`config.mk`:
```
export PLATFORM = sky130hd
export DESIGN_NAME = bcr_top
export DESIGN_NICKNAME = d
export VERILOG_FILES = /design/src/rtl/bcr_pkg.sv /design/src/rtl/bcr_decode.sv /design/src/rtl/bcr_display.sv /design/src/rtl/bcr_i2c.sv /design/src/rtl/bcr_top.sv
export SDC_FILE = /design/constraint.sdc
export NUM_CORES = 1
export LEC_CHECK = 0
export BUFFER_PORTS_ARGS = -buffer_cell sky130_fd_sc_hd__buf_2
export CAP_MARGIN = 5
export CORE_ASPECT_RATIO = 0.7
export CORE_MARGIN = 1
export CORE_UTILIZATION = 45
export CTS_BUF_LIST = sky130_fd_sc_hd__clkbuf_8
export DETAILED_ROUTE_END_ITERATION = 10
export GPL_ROUTABILITY_DRIVEN = 0
export GPL_TIMING_DRIVEN = 0
export PLACE_DENSITY_LB_ADDON = 0.15
export SETUP_SLACK_MARGIN = 0.4
export SYNTH_ARGS = -nofsm -noshare
export SYNTH_HDL_FRONTEND = slang
export SYNTH_SLANG_ARGS = --single-unit
```
`constraint.sdc`:
```
create_clock -name clk -period 2.4 [get_ports clk]
set_clock_uncertainty 0.05 [all_clocks]
set_input_delay 0.12 -clock clk [delete_from_list [all_inputs] [get_ports clk]]
set_output_delay 0.12 -clock clk [all_outputs]
set_load 0.05 [all_outputs]
```
`src/rtl/bcr_pkg.sv`:
```
package bcr_pkg;

   localparam int OFF_SWITCH  = 'h000;
   localparam int OFF_LED     = 'h010;
   localparam int OFF_GPO     = 'h040;
   localparam int OFF_WORD    = 'h410;
   localparam int OFF_CHAR0   = 'h418;
   localparam int OFF_SRST    = 'h500;
   localparam int OFF_I2C_IN  = 'hB00;
   localparam int OFF_I2C_OE  = 'hB08;
   localparam int OFF_I2C_OUT = 'hB10;
   localparam int OFF_I2C_SEL = 'hB18;
   localparam int HOLE_PAGE   = 'h9;

   typedef struct packed {
      logic sw;
      logic led;
      logic gpo;
      logic word;
      logic chr;
      logic srst;
      logic i2c_in;
      logic i2c_oe;
      logic i2c_out;
      logic i2c_sel;
      logic hole;
      logic bad;
   } bcr_hit_t;

   function automatic logic [7:0] nib_to_ascii(input logic [3:0] n);
      return (n < 4'd10) ? (8'h30 + {4'h0, n}) : (8'h37 + {4'h0, n});
   endfunction

endpackage

```
`src/rtl/bcr_decode.sv`:
```
module bcr_decode
   import bcr_pkg::*;
#(
   parameter int OFF_W       = 20,
   parameter int N_CHARS     = 8,
   parameter int CHAR_STRIDE = 8,
   localparam int IDX_W      = (N_CHARS > 1) ? $clog2(N_CHARS) : 1,
   localparam int SH         = $clog2(CHAR_STRIDE)
) (
   input  logic [OFF_W-1:0] off,
   output bcr_hit_t         hit,
   output logic [IDX_W-1:0] chr_idx
);

   logic [OFF_W-1:0] diff;
   logic             in_chars;

   if ((1 << SH) != CHAR_STRIDE) begin : g_stride_bad
      $error("CHAR_STRIDE must be a power of two");
   end

   always_comb begin
      diff     = off - OFF_W'(OFF_CHAR0);
      in_chars = (off >= OFF_W'(OFF_CHAR0)) &&
                 (diff < OFF_W'(N_CHARS * CHAR_STRIDE)) &&
                 (diff[SH-1:0] == '0);
      chr_idx  = diff[SH +: IDX_W];
   end

   always_comb begin
      hit = '0;
      if (off[OFF_W-1:8] == (OFF_W-8)'(HOLE_PAGE)) begin
         hit.hole = 1'b1;
      end else if (in_chars) begin
         hit.chr = 1'b1;
      end else begin
         case (off)
            OFF_W'(OFF_SWITCH):  hit.sw      = 1'b1;
            OFF_W'(OFF_LED):     hit.led     = 1'b1;
            OFF_W'(OFF_GPO):     hit.gpo     = 1'b1;
            OFF_W'(OFF_WORD):    hit.word    = 1'b1;
            OFF_W'(OFF_SRST):    hit.srst    = 1'b1;
            OFF_W'(OFF_I2C_IN):  hit.i2c_in  = 1'b1;
            OFF_W'(OFF_I2C_OE):  hit.i2c_oe  = 1'b1;
            OFF_W'(OFF_I2C_OUT): hit.i2c_out = 1'b1;
            OFF_W'(OFF_I2C_SEL): hit.i2c_sel = 1'b1;
            default:             hit.bad     = 1'b1;
         endcase
      end
   end

endmodule

```
`src/rtl/bcr_display.sv`:
```
module bcr_display
   import bcr_pkg::*;
#(
   parameter int N_CHARS  = 8,
   parameter int DATA_W   = 32,
   localparam int IDX_W   = (N_CHARS > 1) ? $clog2(N_CHARS) : 1
) (
   input  logic                 clk,
   input  logic                 rst_n,
   input  logic                 word_we,
   input  logic                 chr_we,
   input  logic [IDX_W-1:0]     chr_idx,
   input  logic [DATA_W-1:0]    wdata,
   output logic [8*N_CHARS-1:0] chars
);

   for (genvar i = 0; i < N_CHARS; i++) begin : g_char
      always_ff @(posedge clk or negedge rst_n) begin
         if (!rst_n) begin
            chars[8*i +: 8] <= 8'h20;
         end else if (word_we) begin
            chars[8*i +: 8] <= nib_to_ascii(wdata[4*(N_CHARS-1-i) +: 4]);
         end else if (chr_we && (chr_idx == IDX_W'(i))) begin
            chars[8*i +: 8] <= wdata[7:0];
         end
      end
   end

endmodule

```
`src/rtl/bcr_i2c.sv`:
```
module bcr_i2c #(
   parameter int OE_W = 2
) (
   input  logic            clk,
   input  logic            rst_n,
   input  logic            out_we,
   input  logic            oe_we,
   input  logic            sel_we,
   input  logic [OE_W-1:0] wbits,
   output logic            scl,
   output logic            sda,
   output logic [OE_W-1:0] oe,
   output logic            sel
);

   if (OE_W < 2) begin : g_oe_bad
      $error("OE_W must be at least 2");
   end

   always_ff @(posedge clk or negedge rst_n) begin
      if (!rst_n) begin
         scl <= 1'b1;
         sda <= 1'b1;
         oe  <= '0;
         sel <= 1'b0;
      end else begin
         if (out_we) begin
            scl <= wbits[1];
            sda <= wbits[0];
         end
         if (oe_we)  oe  <= wbits;
         if (sel_we) sel <= wbits[0];
      end
   end

endmodule

```
`src/rtl/bcr_top.sv`:
```
module bcr_top
   import bcr_pkg::*;
#(
   parameter int ADDR_W      = 32,
   parameter int DATA_W      = 32,
   parameter int DEC_W       = 20,
   parameter int N_CHARS     = 8,
   parameter int CHAR_STRIDE = 8,
   parameter int LED_W       = 8,
   parameter int GPO_W       = 8,
   parameter int OE_W        = 2,
   localparam int IDX_W      = (N_CHARS > 1) ? $clog2(N_CHARS) : 1
) (
   input  logic                 clk,
   input  logic                 rst_n,
   input  logic [ADDR_W-1:0]    bus_addr,
   input  logic [DATA_W-1:0]    bus_wdata,
   input  logic                 bus_we,
   input  logic                 bus_re,
   output logic [DATA_W-1:0]    bus_rdata,
   output logic                 bad_access,
   output logic [LED_W-1:0]     led_bar,
   output logic [8*N_CHARS-1:0] disp_chars,
   output logic [GPO_W-1:0]     gpo,
   output logic                 sys_rst_req,
   output logic                 i2c_scl,
   output logic                 i2c_sda,
   output logic [OE_W-1:0]      i2c_oe,
   output logic                 i2c_sel,
   input  logic                 eeprom_sda_in
);

   if (DATA_W != 4 * N_CHARS) begin : g_w_bad
      $error("DATA_W must hold one nibble per display character");
   end
   if (DEC_W < 12 || DEC_W > ADDR_W) begin : g_dec_bad
      $error("DEC_W must cover the register map and fit the address");
   end
   if (LED_W > DATA_W || GPO_W > DATA_W || LED_W < 8 || GPO_W < 8) begin : g_reg_bad
      $error("LED_W and GPO_W must lie between 8 and DATA_W");
   end

   bcr_hit_t          hit;
   logic [IDX_W-1:0]  chr_idx;
   logic [DATA_W-1:0] rd_mux;

   bcr_decode #(
      .OFF_W(DEC_W), .N_CHARS(N_CHARS), .CHAR_STRIDE(CHAR_STRIDE)
   ) u_dec (
      .off(bus_addr[DEC_W-1:0]), .hit(hit), .chr_idx(chr_idx)
   );

   bcr_display #(
      .N_CHARS(N_CHARS), .DATA_W(DATA_W)
   ) u_disp (
      .clk(clk), .rst_n(rst_n),
      .word_we(bus_we && hit.word),
      .chr_we(bus_we && hit.chr),
      .chr_idx(chr_idx), .wdata(bus_wdata), .chars(disp_chars)
   );

   bcr_i2c #(
      .OE_W(OE_W)
   ) u_i2c (
      .clk(clk), .rst_n(rst_n),
      .out_we(bus_we && hit.i2c_out),
      .oe_we(bus_we && hit.i2c_oe),
      .sel_we(bus_we && hit.i2c_sel),
      .wbits(bus_wdata[OE_W-1:0]),
      .scl(i2c_scl), .sda(i2c_sda), .oe(i2c_oe), .sel(i2c_sel)
   );

   always_comb begin
      rd_mux = '0;
      if (hit.led)     rd_mux = DATA_W'(led_bar);
      if (hit.gpo)     rd_mux = DATA_W'(gpo);
      if (hit.chr)     rd_mux = DATA_W'(disp_chars[8*chr_idx +: 8]);
      if (hit.i2c_in)  rd_mux = DATA_W'({i2c_scl, eeprom_sda_in});
      if (hit.i2c_oe)  rd_mux = DATA_W'(i2c_oe);
      if (hit.i2c_out) rd_mux = DATA_W'({i2c_scl, i2c_sda});
      if (hit.i2c_sel) rd_mux = DATA_W'(i2c_sel);
   end

   always_ff @(posedge clk or negedge rst_n) begin
      if (!rst_n) begin
         led_bar     <= '0;
         gpo         <= '0;
         sys_rst_req <= 1'b0;
         bus_rdata   <= '0;
         bad_access  <= 1'b0;
      end else begin
         if (bus_we && hit.led) led_bar <= bus_wdata[LED_W-1:0];
         if (bus_we && hit.gpo) gpo     <= bus_wdata[GPO_W-1:0];
         sys_rst_req <= bus_we && hit.srst;
         bad_access  <= (bus_we || bus_re) && hit.bad;
         if (bus_re) bus_rdata <= rd_mux;
      end
   end

endmodule

```
==> Yosys cells after proc, flatten, opt, wreduce, memory -nomap -nowiden <==
Cells that the tools add are included.
Widths: inputs -> output; s select.
{ "word_totals": {"n_memories": 0, "mem_bits_rw": 0, "wordCells": 139, "latchBits": 0, "in_bits": 69, "rom_bits": 0, "reg_bits": 119} }
{ "classes": {"eq_ne": 16, "n_mux": 46, "n_reduce_logical": 32, "n_shift": 1, "n_bitwise": 0, "magnitude_cmp": 10, "n_addsub": 17, "mul": 0, "div": 0} }
{ "ops": {"columns": ["op", "count"], "rows": [
  ["$mux 8", 26],
  ["$mux 32", 5],
  ["$add 6x4->7 const A", 16],
  ["$eq 20x12->1 const B", 4],
  ["$shiftx 64x7->8", 1],
  ["$eq 20x11->1 const B", 2],
  ["$lt 4x4->1 const B", 8],
  ["$eq 20x5->1 const B", 1],
  ["$eq 20x7->1 const B", 1],
  ["$ge 20x11->1 const B", 1],
  ["$logic_not 20->1", 1],
  ["$lt 20x7->1 const B", 1],
  ["$sub 20x11->20 const B", 1],
  ["$logic_and 1x1->1", 19],
  ["$reduce_bool 2->1", 8],
  ["$eq 12x4->1 const B", 1],
  ["$eq 3x3->1 const B", 4],
  ["$mux 1", 12],
  ["$mux 9", 1],
  ["$reduce_or 9->1", 1],
  ["$eq 3x2->1 const B", 2],
  ["$logic_not 3->1", 2],
  ["$mux 5", 1],
  ["$eq 3x1->1 const B", 1],
  ["other kinds (2)", 2]
]} }

==> Longest topological paths before layout <==
{ "depth": {"depth_word": 13, "mapped_depth": 10, "mapped_depth_nobuf": 8} }

==> Hierarchy <==
From an unflattened synthesis, not the netlist that was laid out.
{ "hier_totals": {"cells_unflattened": 583, "area_unflattened_um2": 6194.7} }
{ "modules_own_cells": {"columns": ["mod", "area_each_um2", "n_inst", "seq_area_each_um2", "cells_per_inst"], "rows": [
  ["bcr_display", 3623.5, 1, 1611.5, 336],
  ["bcr_top", 1890.6, 1, 650.6, 162],
  ["bcr_decode", 496.7, 1, 0.0, 75],
  ["bcr_i2c", 183.9, 1, 127.6, 10]
]} }

==> Worst setup path before layout <==
OpenSTA, ideal clock, no wires.
{ "synth_timing": {"path_kind": "input-to-reg", "start": "in bus_addr[3]", "end": "reg bus_rdata[5]", "required_time_ps": 2225, "t_arrival_ps": 2614, "setup_time_ps": 125, "slack_ps": -388, "path_stages": 10, "path_cell_list": "clkbuf_1 -> clkbuf_1 -> inv_1 -> ha_1 -> clkbuf_1 -> clkbuf_1 -> mux4_2 -> mux2i_1 -> o21ai_0 -> mux2_2"} }
{ "synth_via": {"elab_chain_cells": 13, "word_cells_on_any_way": 29, "cone_classes": "add/sub (1); order compare (2); eq/ne (6); shift (1); mux (17); reduce/logical (2)"} }
{ "synth_rtl": {"columns": ["element", "line", "source"], "rows": [
  ["from (decl)", "bcr_top.sv:16", "input logic [ADDR_W-1:0] bus_addr,"],
  ["$sub 20x11->20", "bcr_decode.sv:23", "diff = off - OFF_W'(OFF_CHAR0);"],
  ["$lt 20x7->1", "bcr_decode.sv:25", "(diff < OFF_W'(N_CHARS * CHAR_STRIDE)) &&"],
  ["$logic_and 1x1->1", "bcr_decode.sv:24", "in_chars = (off >= OFF_W'(OFF_CHAR0)) &&"],
  ["$logic_and 1x1->1", "bcr_decode.sv:25", null],
  ["$mux 3", "bcr_decode.sv:34", "end else if (in_chars) begin"],
  ["$mux 9", "bcr_decode.sv:32", "if (off[OFF_W-1:8] == (OFF_W-8)'(HOLE_PAGE)) begin"],
  ["$mux 8", "bcr_top.sv:75", "if (hit.led) rd_mux = DATA_W'(led_bar);"],
  ["$mux 8", "bcr_top.sv:76", "if (hit.gpo) rd_mux = DATA_W'(gpo);"],
  ["$mux 32", "bcr_top.sv:77", "if (hit.chr) rd_mux = DATA_W'(disp_chars[8*chr_idx +: 8]);"],
  ["$mux 32", "bcr_top.sv:78", "if (hit.i2c_in) rd_mux = DATA_W'({i2c_scl, eeprom_sda_in});"],
  ["$mux 32", "bcr_top.sv:79", "if (hit.i2c_oe) rd_mux = DATA_W'(i2c_oe);"],
  ["$mux 32", "bcr_top.sv:80", "if (hit.i2c_out) rd_mux = DATA_W'({i2c_scl, i2c_sda});"],
  ["$mux 32 *", "bcr_top.sv:81", "if (hit.i2c_sel) rd_mux = DATA_W'(i2c_sel);"],
  ["to (signal assigned)", "bcr_top.sv:96", "if (bus_re) bus_rdata <= rd_mux;"],
  ["to (decl)", "bcr_top.sv:20", "output logic [DATA_W-1:0] bus_rdata,"]
]} }
Mark *: on every way between the ends. The rest lies on a longest branch, timed or not.
A chain may end at the register's enable or synchronous reset.

==> Final worst setup path <==
{ "layout_timing": {"start": "in bus_addr[17]", "end": "reg u_disp.chars[51]"} }
{ "layout_via": {"elab_chain_cells": 9, "word_cells_on_any_way": 16, "cone_classes": "add/sub (1); order compare (2); eq/ne (2); mux (5); reduce/logical (6)"} }
{ "layout_rtl": {"columns": ["element", "line", "source"], "rows": [
  ["$sub 20x11->20", "bcr_decode.sv:23", null],
  ["$lt 20x7->1", "bcr_decode.sv:25", null],
  ["$logic_and 1x1->1", "bcr_decode.sv:24", null],
  ["$logic_and 1x1->1", "bcr_decode.sv:25", null],
  ["$mux 1", "bcr_decode.sv:34", null],
  ["$mux 9 *", "bcr_decode.sv:32", null],
  ["$logic_and 1x1->1", "bcr_top.sv:58", ".chr_we(bus_we && hit.chr),"],
  ["$logic_and 1x1->1", "bcr_display.sv:23", "end else if (chr_we && (chr_idx == IDX_W'(i))) begin"],
  ["$reduce_bool 2->1 (no source line)", null, null],
  ["to (signal, indexed assignment)", "bcr_display.sv:22", "chars[8*i +: 8] <= nib_to_ascii(wdata[4*(N_CHARS-1-i) +: 4]);"],
  ["to (signal, indexed assignment)", "bcr_display.sv:24", "chars[8*i +: 8] <= wdata[7:0];"],
  ["to (decl)", "bcr_display.sv:14", "output logic [8*N_CHARS-1:0] chars"]
]} }
Marked as above.

==> run metrics <==
status=finished, final reports clean; Pwr Density=395 nW/um^2; dpl cells=937; flops & latches, synth=95; Critical Path AT=2510 ps; worst hold endpoint=u_disp.chars[16]; Clock Latency Late Sink=390 ps; post-layout min period=2300 ps; Core Rows=35; GRT overflow=0; Antenna diodes=0; antenna violations before repair=0; FFs w/ async S/R, synth=100%; Final WS setup=97.8 ps; Syn. warnings=0; critical path class=in -> reg; P_leak=4.47 nW; 1st-pass router iterations=5; Primary FF master, synth=dfrtp_1; maximum capacitance violations=0; final hold violation count=0; Final ANT Viol Nets=0; R2R setup slack=620 ps; share of cells above drive strength 1=41.0%; syn avg cell area=10.1 sq um; Slew @ Worst Pin=782 ps; Gate Count Post-Synth=598; Setup Viol. Count Final=0; max-slew violation count=0; fin cells=996; first-pass GRT wire length=32000 microns; worst reg2reg path depth=4; TritonCTS Buffers=9; die height=99.1 microns; Chip Width=141 microns; Mapped Area=6060 sq um; number of nets in the layout=908; RSZ-0062 raised after global routing=true; Cell Area, Placed=7260 sq um; Final HPWL DP=15200 microns; Final period util=95.9%; pre-CTS setup slack=-913 ps; die area=13900 sq um; relative slew slack=47.9%; Synth cell types=55; GRT Total Usage=31.0%; TritonCTS clock tree=yes; Setup crit start kind=input port; clock buffer depth=2; Worst EP required=2600 ps; H-Tree Level Count=3; number of flops mapped to enable cells by yosys=0; PortBufs=148; post-synthesis sequential area ratio=39.4%; Max Clock Freq=434 MHz; final design utilization=63.2%; Finished Cell Area=8300 sq um; RR Startpoint=u_disp.chars[1]; Area growth, synth to finish=36.9%; WHS Path Cells=4; Peak VDD IR=249 uV; endpoint kind of the worst setup timing path=flip-flop; Starting Density=46.1%; wirelength, routed=21500 microns; HP Start=bus_wdata[20]; vias in the first global route=5495; hold crit path type=in -> reg; largest net degree at the start of global routing=64; Worst-path clk slew=100 ps; DRC Markers=0; reg2reg end=bus_rdata[1]; Critical Path Fanout Max=8; 1st-iter DRT viols=508; Top-Level Pins=188; Root Buffer=clkbuf_8; Sink Count=95; Core ar.=13100 sq um; routed vias=5893; final hold slack=4.39 ps; Routed WL per cell=21.6 microns; Vias/cell=5.92
[synthesized netlist by cell type (all sizes together), types with 2 or more instances]
master / n / share of area, %
a2111oi: 2 / 0.29
a211oi: 4 / 0.70
a21boi: 14 / 1.7
a21oi: 34 / 2.8
a22oi: 6 / 0.74
a311oi: 6 / 0.87
and2: 2 / 0.21
and3: 6 / 0.62
buf: 28 / 3.3
clkbuf: 31 / 1.9
dfrtp: 85 / 35
dfstp: 10 / 4.3
ha: 14 / 2.9
inv: 24 / 1.5
mux2: 26 / 4.8
mux2i: 69 / 11
mux4: 16 / 5.9
nand2: 40 / 2.5
nand3: 10 / 0.99
nand3b: 3 / 0.37
nand4: 9 / 1.7
nand4b: 3 / 0.43
nor2: 32 / 2.0
nor2b: 9 / 0.93
nor3: 9 / 0.74
nor3b: 2 / 0.25
nor4: 6 / 0.87
o211ai: 2 / 0.25
o21ai: 56 / 4.6
o21bai: 3 / 0.37
or3: 10 / 1.0
or4: 3 / 0.37
xnor2: 8 / 1.2
xor2: 2 / 0.29
[routing by layer]
metal  global-route usage [%]  part of all wire (%)  routed length, microns
met1                     45.6                    44                    9450
met2                     45.6                    43                    9170
met3                     7.73                    11                    2470
met4                     7.53                   1.9                     400
met5                        0                     0                       0
[worst max path at each step]
stage	startpoint	end	slack (ps)	cells after the start
floorplan	bus_addr[8]	u_disp.chars[56]	-310	8
CTS	bus_addr[17]	u_disp.chars[2]	110	10
global route	bus_addr[17]	u_disp.chars[51]	20	10
detailed placement	bus_addr[14]	u_disp.chars[8]	-910	9
global placement	bus_addr[3]	u_disp.chars[8]	-1180	9
finish	bus_addr[17]	u_disp.chars[51]	100	10
[layout by cell type, fill, tap and decap left out, drive strengths merged, types with 14 or more instances in the layout]
cell type and count:
nand2 40, mux4 16, inv 29, clkbuf 37, conb 24, dfrtp 85, a21oi 34, a21boi 14
mux2 26, buf 212, nor2 32, ha 14, mux2i 69, o21ai 56
[layout make-up]
class	instances	area, sq um
Clock inverter	7	60.1
Sequential cell	95	2390
Multi-Input combinational cell	443	3670
Buffer	59	457
Timing Repair Buffer	193	1300
Clock buffer	9	124
Fill cell	1096	4840
Tap cell	166	208
Inverter	24	90.1
[stage by stage]
step	total power, mW	setup TNS (ps)
finish	3.28	0
global placement	2.15	-65350
global route	3.38	0
detailed placement	2.17	-61210
CTS	3.26	0
floorplan	1.97	-15900
[sequential cells by signal (all words and copies together), names as in the netlist]
register	count
u_i2c.sda	1
u_i2c.scl	1
u_i2c.sel	1
u_i2c.oe	2
bad_access	1
bus_rdata	8
led_bar	8
sys_rst_req	1
gpo	8
u_disp.chars	64
[power by group]
part / switching [mW] / internal [mW]
clock network: 0.653 / 0.400
registers: 0.00150 / 1.60
logic: 0.399 / 0.221
total: 1.05 / 2.22
[critical path: stages]
cell	delay, ps
buf_8	90
or4_1	500
or3_4	340
a2111o_1	400
a211oi_4	250
buf_6	160
buf_16	110
nand4_4	210
mux2i_1	240
o21ai_1	80
[what timing repair did]
item | 4_1_cts | 5_1_grt
pin swaps | 36 | 11
hold buffers | 11 | 0
hold endpoints to repair | 42 | 0
endpoints found under the setup margin | 89 | 90
buffers inserted | 23 | 8
cloned | 1 | 0
resized for setup | 118 | 20
[kinds of logic after synthesis]
logic type,share of synthesized area [%]
DFF,39.4
other,0.0619
buffers and inverters,6.75
muxes,22.2
and+or+nand+nor,13.2
adders and majority gates,2.89
AOI/OAI and AO/OA,14.0
xor gates and xnor gates,1.45
Note: power is estimated with default switching activity, not from simulation.
